File: src/rtl/eeprom_guard.sv
module eeprom_guard #(
  parameter int AW = 9,
  parameter int WIP_CYCLES = 20000
) (
  input  logic          clk,
  input  logic          rst_n,
  input  logic          pwr_fail,
  input  logic          wp_n,
  input  logic          cmd_wren,
  input  logic          cmd_wrdi,
  input  logic          cmd_wrsr,
  input  logic          cmd_write,
  input  logic [AW-1:0] tgt_addr,
  input  logic [7:0]    sr_wdata,
  output logic [7:0]    status,
  output logic          addr_locked,
  output logic          grant_mem,
  output logic          grant_sr,
  output logic          deny
);
  localparam int CW = $clog2(WIP_CYCLES + 1);

  logic [1:0]    prot, prot_next;
  logic          wel, busy, sr_cycle;
  logic [CW-1:0] left;
  logic          done, may_write;

  wire unused_sr = ^{sr_wdata[7:4], sr_wdata[1:0]};

  always_comb begin
    case (prot)
      2'd0:    addr_locked = 1'b0;
      2'd1:    addr_locked = &tgt_addr[AW-1:AW-2];
      2'd2:    addr_locked = tgt_addr[AW-1];
      default: addr_locked = 1'b1;
    endcase
  end

  assign done      = busy && (left == '0);
  assign may_write = wel && !busy && wp_n && !pwr_fail;
  assign grant_sr  = cmd_wrsr && may_write;
  assign grant_mem = cmd_write && !cmd_wrsr && may_write && !addr_locked;
  assign deny      = (cmd_write || cmd_wrsr) && !(grant_mem || grant_sr);
  assign status    = {4'hF, prot, wel, busy};

  always_ff @(posedge clk or negedge rst_n) begin
    if (!rst_n) begin
      busy     <= 1'b0;
      sr_cycle <= 1'b0;
      left     <= '0;
    end else if (pwr_fail || done) begin
      busy     <= 1'b0;
      sr_cycle <= 1'b0;
      left     <= '0;
    end else if (grant_mem || grant_sr) begin
      busy     <= 1'b1;
      sr_cycle <= grant_sr;
      left     <= CW'(WIP_CYCLES - 1);
    end else if (busy) begin
      left <= left - 1'b1;
    end
  end

  always_ff @(posedge clk or negedge rst_n) begin
    if (!rst_n) begin
      prot      <= 2'b00;
      prot_next <= 2'b00;
    end else begin
      if (grant_sr) prot_next <= sr_wdata[3:2];
      if (done && sr_cycle && !pwr_fail) prot <= prot_next;
    end
  end

  always_ff @(posedge clk or negedge rst_n) begin
    if (!rst_n)                  wel <= 1'b0;
    else if (pwr_fail || done)   wel <= 1'b0;
    else if (!wp_n)              wel <= 1'b0;
    else if (!busy && cmd_wren)  wel <= 1'b1;
    else if (!busy && cmd_wrdi)  wel <= 1'b0;
  end
endmodule

File: config.mk
export PLATFORM = sky130hd
export DESIGN_NAME = eeprom_guard
export DESIGN_NICKNAME = d
export VERILOG_FILES = /design/src/rtl/eeprom_guard.sv
export SDC_FILE = /design/constraint.sdc
export NUM_CORES = 1
export LEC_CHECK = 0
export ABC_AREA = 1
export BUFFER_PORTS_ARGS = -buffer_cell sky130_fd_sc_hd__buf_4
export CAP_MARGIN = 40
export CORE_MARGIN = 5
export CORE_UTILIZATION = 47
export DETAILED_ROUTE_END_ITERATION = 10
export PLACE_DENSITY = 0.75
export REMOVE_ABC_BUFFERS = 1
export SLEW_MARGIN = 10
export SYNTH_ARGS = -nofsm -noshare
export SYNTH_HDL_FRONTEND = slang
export SYNTH_SLANG_ARGS = --single-unit
export TNS_END_PERCENT = 100
File: constraint.sdc
create_clock -name clk -period 1.35 [get_ports clk]
set_input_delay 0.3375 -clock clk [delete_from_list [all_inputs] [get_ports clk]]
set_output_delay 0.3375 -clock clk [all_outputs]
set_load 0.01 [all_outputs]
==> results of run 1 <==
stage by stage:
stage	util	power, mW
5_1_grt	0.798	1.85
4_1_cts	0.727	1.63
3_3_place_gp	0.623	1.17
2_1_floorplan	-	0.994
3_5_place_dp	0.623	1.18
6_report	0.798	1.76
flip-flops by register name (all words and copies together), names as in the netlist:
signal and cells:
left 15, wel 1, sr_cycle 1, busy 1
prot 2, prot_next 2
power by group:
group	switching (mW)	total, mW	internal [mW]
logic	0.354	0.638	0.285
registers	0.0279	0.726	0.698
clock network	0.236	0.401	0.165
area by class of cell:
type | count | area [sq um]
Multi-Input combinational cell | 152 | 1030
Timing Repair Buffer | 73 | 617
Sequential cell | 22 | 554
Fill cell | 176 | 601
Clock buffer | 4 | 36.3
Inverter | 25 | 101
Tap cell | 33 | 41.3
per-layer routing:
layer / global-route usage / vias to the layer above
met3: 0.0239 / 23
li1: - / 777
met4: 0.111 / 0
met2: 0.353 / 77
met1: 0.241 / 755
met5: 0 / -
what timing repair did:
item | in CTS | in global routing
setup buffers | 13 | 5
endpoints found under the hold margin | 22 | 0
pin swaps | 31 | 17
hold buffers | 1 | 0
cloned | 0 | 0
endpoints found under the setup margin | 25 | 26
resized for setup | 41 | 46
final timing paths:
path	endpoint	slack, ns	cells after the start
setup reg to reg	sr_cycle$_DFFE_PN0P_	-0.31	11
setup / recovery	deny	-0.40	7
min in group asynchronous	left[12]$_DFFE_PN0P_	0.42	2
hold / removal	prot_next[1]$_DFFE_PN0P_	0.20	3
max in group asynchronous	left[4]$_DFFE_PN0P_	0.69	2
hold reg to reg	prot[0]$_DFFE_PN0P_	0.56	2
synth_stat cells (all sizes together) (2+ instances only):
cell | number | area [sq um]
nand2 | 61 | 244
nor3 | 4 | 25.0
xnor2 | 3 | 26.3
inv | 25 | 96.4
xor2 | 2 | 17.5
nand4 | 2 | 12.5
nand3 | 31 | 173
nor2 | 33 | 134
buf | 7 | 56.3
a21oi | 2 | 21.3
o21ai | 5 | 25.0
ha | 2 | 25.0
dfrtp | 22 | 551
worst max-delay path, cell delays in order, from the launching register on:
cell and delay, ns:
dfrtp_1 0.46, inv_2 0.09, nand2_2 0.06, nor2_4 0.13, nand2_4 0.08, nand2_2 0.08, nor2_1 0.04, buf_4 0.13
cells by family after synthesis:
family                   after synthesis
other                                  1
buffers and inverters                 32
flip-flops                            22
XOR/XNOR                               5
adder cells (fa/ha/maj)                2
AND/OR/NAND/NOR                      132
AO/OA/AOI/OAI                          9
==> summary.md, run 1 <==
| Metric | Value |
|---|---|
| Met2 Wirelength | `2570 um` |
| Worst setup EP type | `output pin` |
| Setup crit start kind | `register` |
| Post-synth EDFFs | `0` |
| Final setup fails | `26` |
| Worst-path fanout max | `4` |
| TritonCTS clock tree | `yes` |
| Vias post-DR | `1632` |
| Outcome | `finished, violations left` |
| Failing checks | `setup timing` |
| Vias in the first global route | `1537` |
| Max_cap viols | `0` |
| First-pass GRT wire length | `6690 um` |
| Htree depth | `1` |
| Avg Cell Area, Syn | `7.06 sq um` |
| Worst-skew pair later-pin latency | `0.33 ns` |
| Drt total wl | `4890 um` |
| Setup TNS | `-4.15 ns` |
| # IOs | `37` |
| Mux cell area share after synthesis | `0` |
| Final period util | `1.30` |
| Highest routed layer | `met4` |
| Final instance area | `2380 sq um` |
| WHS | `0.204 ns` |
| Initial core utilization | `0.481` |
| Area delta synth->final | `65.9%` |
| Worst Slack Setup Final | `-0.398 ns` |
| Pwr Density | `742 nW/um^2` |
| Chip height | `65.2 um` |
| Clock transition at path regs | `0.14 ns` |
| Asr flop ratio synth | `1.00` |
| Initial DRC count | `103` |
| Clk root buf | `clkbuf_4` |
| Setup WS pre-CTS | `-0.168 ns` |
| Non-filler instance count after layout | `309` |
| RSZ-0062 raised after global routing | `yes` |
| Simple-Gate Fraction of Synth Area | `0.416` |
| Hold path start | `sr_wdata[3]` |
| CTS Buffer Depth | `2` |
| Critical path class | `reg -> out` |
| DR pass1 iterations | `4` |
| Seq/Total Area, Yosys | `0.384` |
| Die area | `4250 sq um` |
| Total congestion overflow | `0` |
| Drt wl/cell | `15.8 um` |
| GP Congestion | `0.897` |
| Final Critical Period | `1.75 ns` |
| Largest net degree at the start of global routing | `23` |
| Static Leakage | `1.27 nW` |
| XOR/XNOR Fraction of Synth Area | `0.0306` |
| WP data arrival | `1.41 ns` |
| Wl on met1 | `1840 um` |
| CP Launch Point | `busy$_DFFE_PN0P_` |
| Synthesis Warnings | `0` |
| Die width | `65.2 um` |
| Dpl cell area | `1850 sq um` |
| IO Port Bufs | `19` |
| Initial antenna violation count | `0` |
| DRC | `0` |
| Final net count | `304` |
| Via-to-Cell Ratio | `5.28` |
| TritonCTS buffer count | `3` |
| Top FF cell, synth | `dfrtp_1` |
| Peak Freq | `572 MHz` |
| Hpwl dp | `2670 um` |
| Largest family of logic cells by synthesized area | `simple AND/OR/NAND/NOR gates` |
| Compound-cell area share of the yosys netlist | `0.0428` |
| Mapped Cells | `203` |
| Final slew viol count | `0` |
| Hold crit path type | `in -> reg` |
| Skew final | `0.00297 ns` |
| Peak supply drop | `0.563 mV` |
| Final ANT Viol Nets | `0` |
| Row count | `20` |
| Area of the core | `2980 sq um` |
| Area of the mapped netlist | `1430 sq um` |
| Ant. Diodes | `0` |
| Final Hold Vio Count | `0` |
| Commonest non-fill, non-tap cell in the layout | `buf_4` |
| Adder-Cell Fraction of Synth Area | `0.0175` |
| Clk sinks | `22` |
| CP required | `1.01 ns` |
| Post-synthesis register bit count | `22` |
| Share of cells above drive strength 1 | `0.522` |
| WL met3 | `258 um` |
| Reg2reg start | `busy$_DFFE_PN0P_` |
| Placed cell count | `287` |
| GRT Total Usage | `0.203` |
| Netlist cell types | `29` |
| Most frequent cells in the layout | `buf_4, nand2_1, dfrtp_1` |
Power figures use the tool's default switching activity.
==> inputs of run 2 (changes only) <==
--- a/config.mk
+++ b/config.mk
@@ -8,10 +8,12 @@
 export ABC_AREA = 1
 export BUFFER_PORTS_ARGS = -buffer_cell sky130_fd_sc_hd__buf_4
 export CAP_MARGIN = 40
+export CELL_PAD_IN_SITES_DETAIL_PLACEMENT = 1
+export CELL_PAD_IN_SITES_GLOBAL_PLACEMENT = 1
 export CORE_MARGIN = 5
-export CORE_UTILIZATION = 47
+export CORE_UTILIZATION = 33
 export DETAILED_ROUTE_END_ITERATION = 10
-export PLACE_DENSITY = 0.75
+export PLACE_DENSITY_LB_ADDON = 0.1
 export REMOVE_ABC_BUFFERS = 1
 export SLEW_MARGIN = 10
 export SYNTH_ARGS = -nofsm -noshare
==> run 2 against run 1 <==
Compared with the run above:
- sequential power barely moved
- sequential share of layout area fell by 0.68 points
- design area grew 2.8%
- largest cell class unchanged
- the run still ends with setup timing left
- highest routed layer unchanged
- maximum frequency increased by 5.8%
- utilization down 23 points
- clock-buffer cell count unchanged
- largest power group unchanged
- register-to-register slack gained 0.15 ns
==> summary.md, run 2 (synthesis gave the netlist of run 1 again) <==
| Metric | Value |
|---|---|
| Die area | `5760 sq um` |
| TritonCTS clock tree | `yes` |
| CTS Buffer Depth | `2` |
| Pwr Density | `776 nW/um^2` |
| Htree depth | `1` |
| Setup TNS | `-2.99 ns` |
| Total congestion overflow | `0` |
| Reg2reg start | `left[12]$_DFFE_PN0P_` |
| # IOs | `37` |
| Final Hold Vio Count | `0` |
| Initial antenna violation count | `0` |
| Outcome | `finished, violations left` |
| Max reg flops | `15` |
| Final period util | `1.22` |
| Final ANT Viol Nets | `0` |
| Worst-path fanout max | `4` |
| Sequential Power Share | `0.382` |
| FILL cells | `531` |
| Sw Pwr | `0.645 mW` |
| Placed cell count | `306` |
| CP required | `1.01 ns` |
| Worst Slack Setup Final | `-0.302 ns` |
| Final net count | `306` |
| Peak supply drop | `0.477 mV` |
| Setup crit start kind | `register` |
| Clock transition at path regs | `0.08 ns` |
| Ant. Diodes | `0` |
| Vias in the first global route | `1686` |
| Critical path class | `reg -> out` |
| DR pass1 iterations | `4` |
| Worst setup EP type | `output pin` |
| First-pass GRT wire length | `8110 um` |
| Cell internal pwr | `1.25 mW` |
| Initial core utilization | `0.334` |
| Static Leakage | `1.28 nW` |
| Finished Core Util | `0.569` |
| Chip height | `75.9 um` |
| Initial DRC count | `50` |
| WP data arrival | `1.31 ns` |
| TritonCTS buffer count | `3` |
| Clk root buf | `clkbuf_8` |
| Hold path start | `sr_wdata[3]` |
| Final Critical Period | `1.65 ns` |
| Area of the core | `4290 sq um` |
| IO Port Bufs | `19` |
| Worst-skew pair later-pin latency | `0.27 ns` |
| Row count | `24` |
| Seq. cell area | `553 sq um` |
| Switching Share | `0.340` |
| Final slew viol count | `0` |
| Area delta synth->final | `70.6%` |
| Combinational Power Share | `0.359` |
| Share of cells above drive strength 1 | `0.568` |
| Hpwl dp | `3580 um` |
| Max_cap viols | `0` |
| Final setup fails | `23` |
| Non-filler instance count after layout | `330` |
| GP Congestion | `0.896` |
| WHS | `0.317 ns` |
| Setup WS pre-CTS | `-0.225 ns` |
| DRC | `0` |
| CP Launch Point | `busy$_DFFE_PN0P_` |
| Clk sinks | `22` |
| Drt wl/cell | `17.6 um` |
| Most frequent cells in the layout | `buf_4, nand2_1, dfrtp_1` |
| Skew final | `0.00843 ns` |
| Via-to-Cell Ratio | `5.02` |
| Multi-input logic area | `1060 sq um` |
| Top reg by flops | `left` |
| Largest regs | `left: 15 flops, prot: 2 flops, prot_next: 2 flops` |
| Peak Freq | `605 MHz` |
| Clk pwr share | `0.259` |
| Drt total wl | `5810 um` |
| RSZ-0062 raised after global routing | `yes` |
| Commonest non-fill, non-tap cell in the layout | `buf_4` |
| Vias post-DR | `1657` |
| Die width | `75.9 um` |
| Hold crit path type | `in -> reg` |
| GRT Total Usage | `0.189` |
| Failing checks | `setup timing` |
| Largest net degree at the start of global routing | `23` |
-- run 2: power groups by stage --
| stage | registers (mW) | clock network [mW] | logic [mW] |
|---|---|---|---|
| 2_1_floorplan | 0.731 | 0 | 0.263 |
| 3_3_place_gp | 0.728 | 0 | 0.456 |
| 3_5_place_dp | 0.731 | 0 | 0.478 |
| 4_1_cts | 0.719 | 0.506 | 0.578 |
| 5_1_grt | 0.727 | 0.538 | 0.745 |
| 6_report | 0.724 | 0.491 | 0.681 |
-- run 2: layer usage --
| layer | GRT usage | part of all wire |
|---|---|---|
| met1 | 0.224 | 0.40 |
| met2 | 0.354 | 0.53 |
| met3 | 0.0277 | 0.050 |
| met4 | 0.0485 | 0.021 |
| met5 | 0 | 0 |
-- run 2: worst paths after layout --
path / end / slack [ns] / depth (start not counted)
worst max register to register: left[4]$_DFFE_PN0P_ / -0.16 / 8
worst min register to register: prot[0]$_DFFE_PN0P_ / 0.55 / 2
worst min-delay path: prot_next[1]$_DFFE_PN0P_ / 0.32 / 3
max in group asynchronous: left[5]$_DFFE_PN0P_ / 0.59 / 2
min in group asynchronous: left[10]$_DFFE_PN0P_ / 0.50 / 2
worst max-delay path: deny / -0.30 / 7
-- run 2: layout make-up --
cell class | count | area share
multi-input cells | 152 | 0.432
repair buffers | 75 | 0.250
flip-flops and latches | 22 | 0.226
inverters | 25 | 0.0425
well taps | 52 | 0.0266
clock buffers | 4 | 0.0225
-- run 2: repair_timing --
item	CTS	global route
endpoints found under the hold margin	22	0
gates cloned	1	0
pin swaps	21	36
setup buffers	12	9
hold buffers	1	0
setup endpoints to repair	24	24
gates resized for setup	51	51
-- run 2: stage by stage --
step	power (mW)	area (sq um)
2_1_floorplan	0.994	1390
3_3_place_gp	1.18	1870
3_5_place_dp	1.21	1870
4_1_cts	1.80	2200
5_1_grt	2.01	2440
6_report	1.90	2440
-- run 2: worst max-delay path, stage by stage, from the launching register on --
cell	delay, ns
dfrtp_1	0.42
inv_2	0.08
nand2_2	0.06
nor2_4	0.14
nand2_4	0.08
nand2_2	0.09
nor2_2	0.04
buf_4	0.14
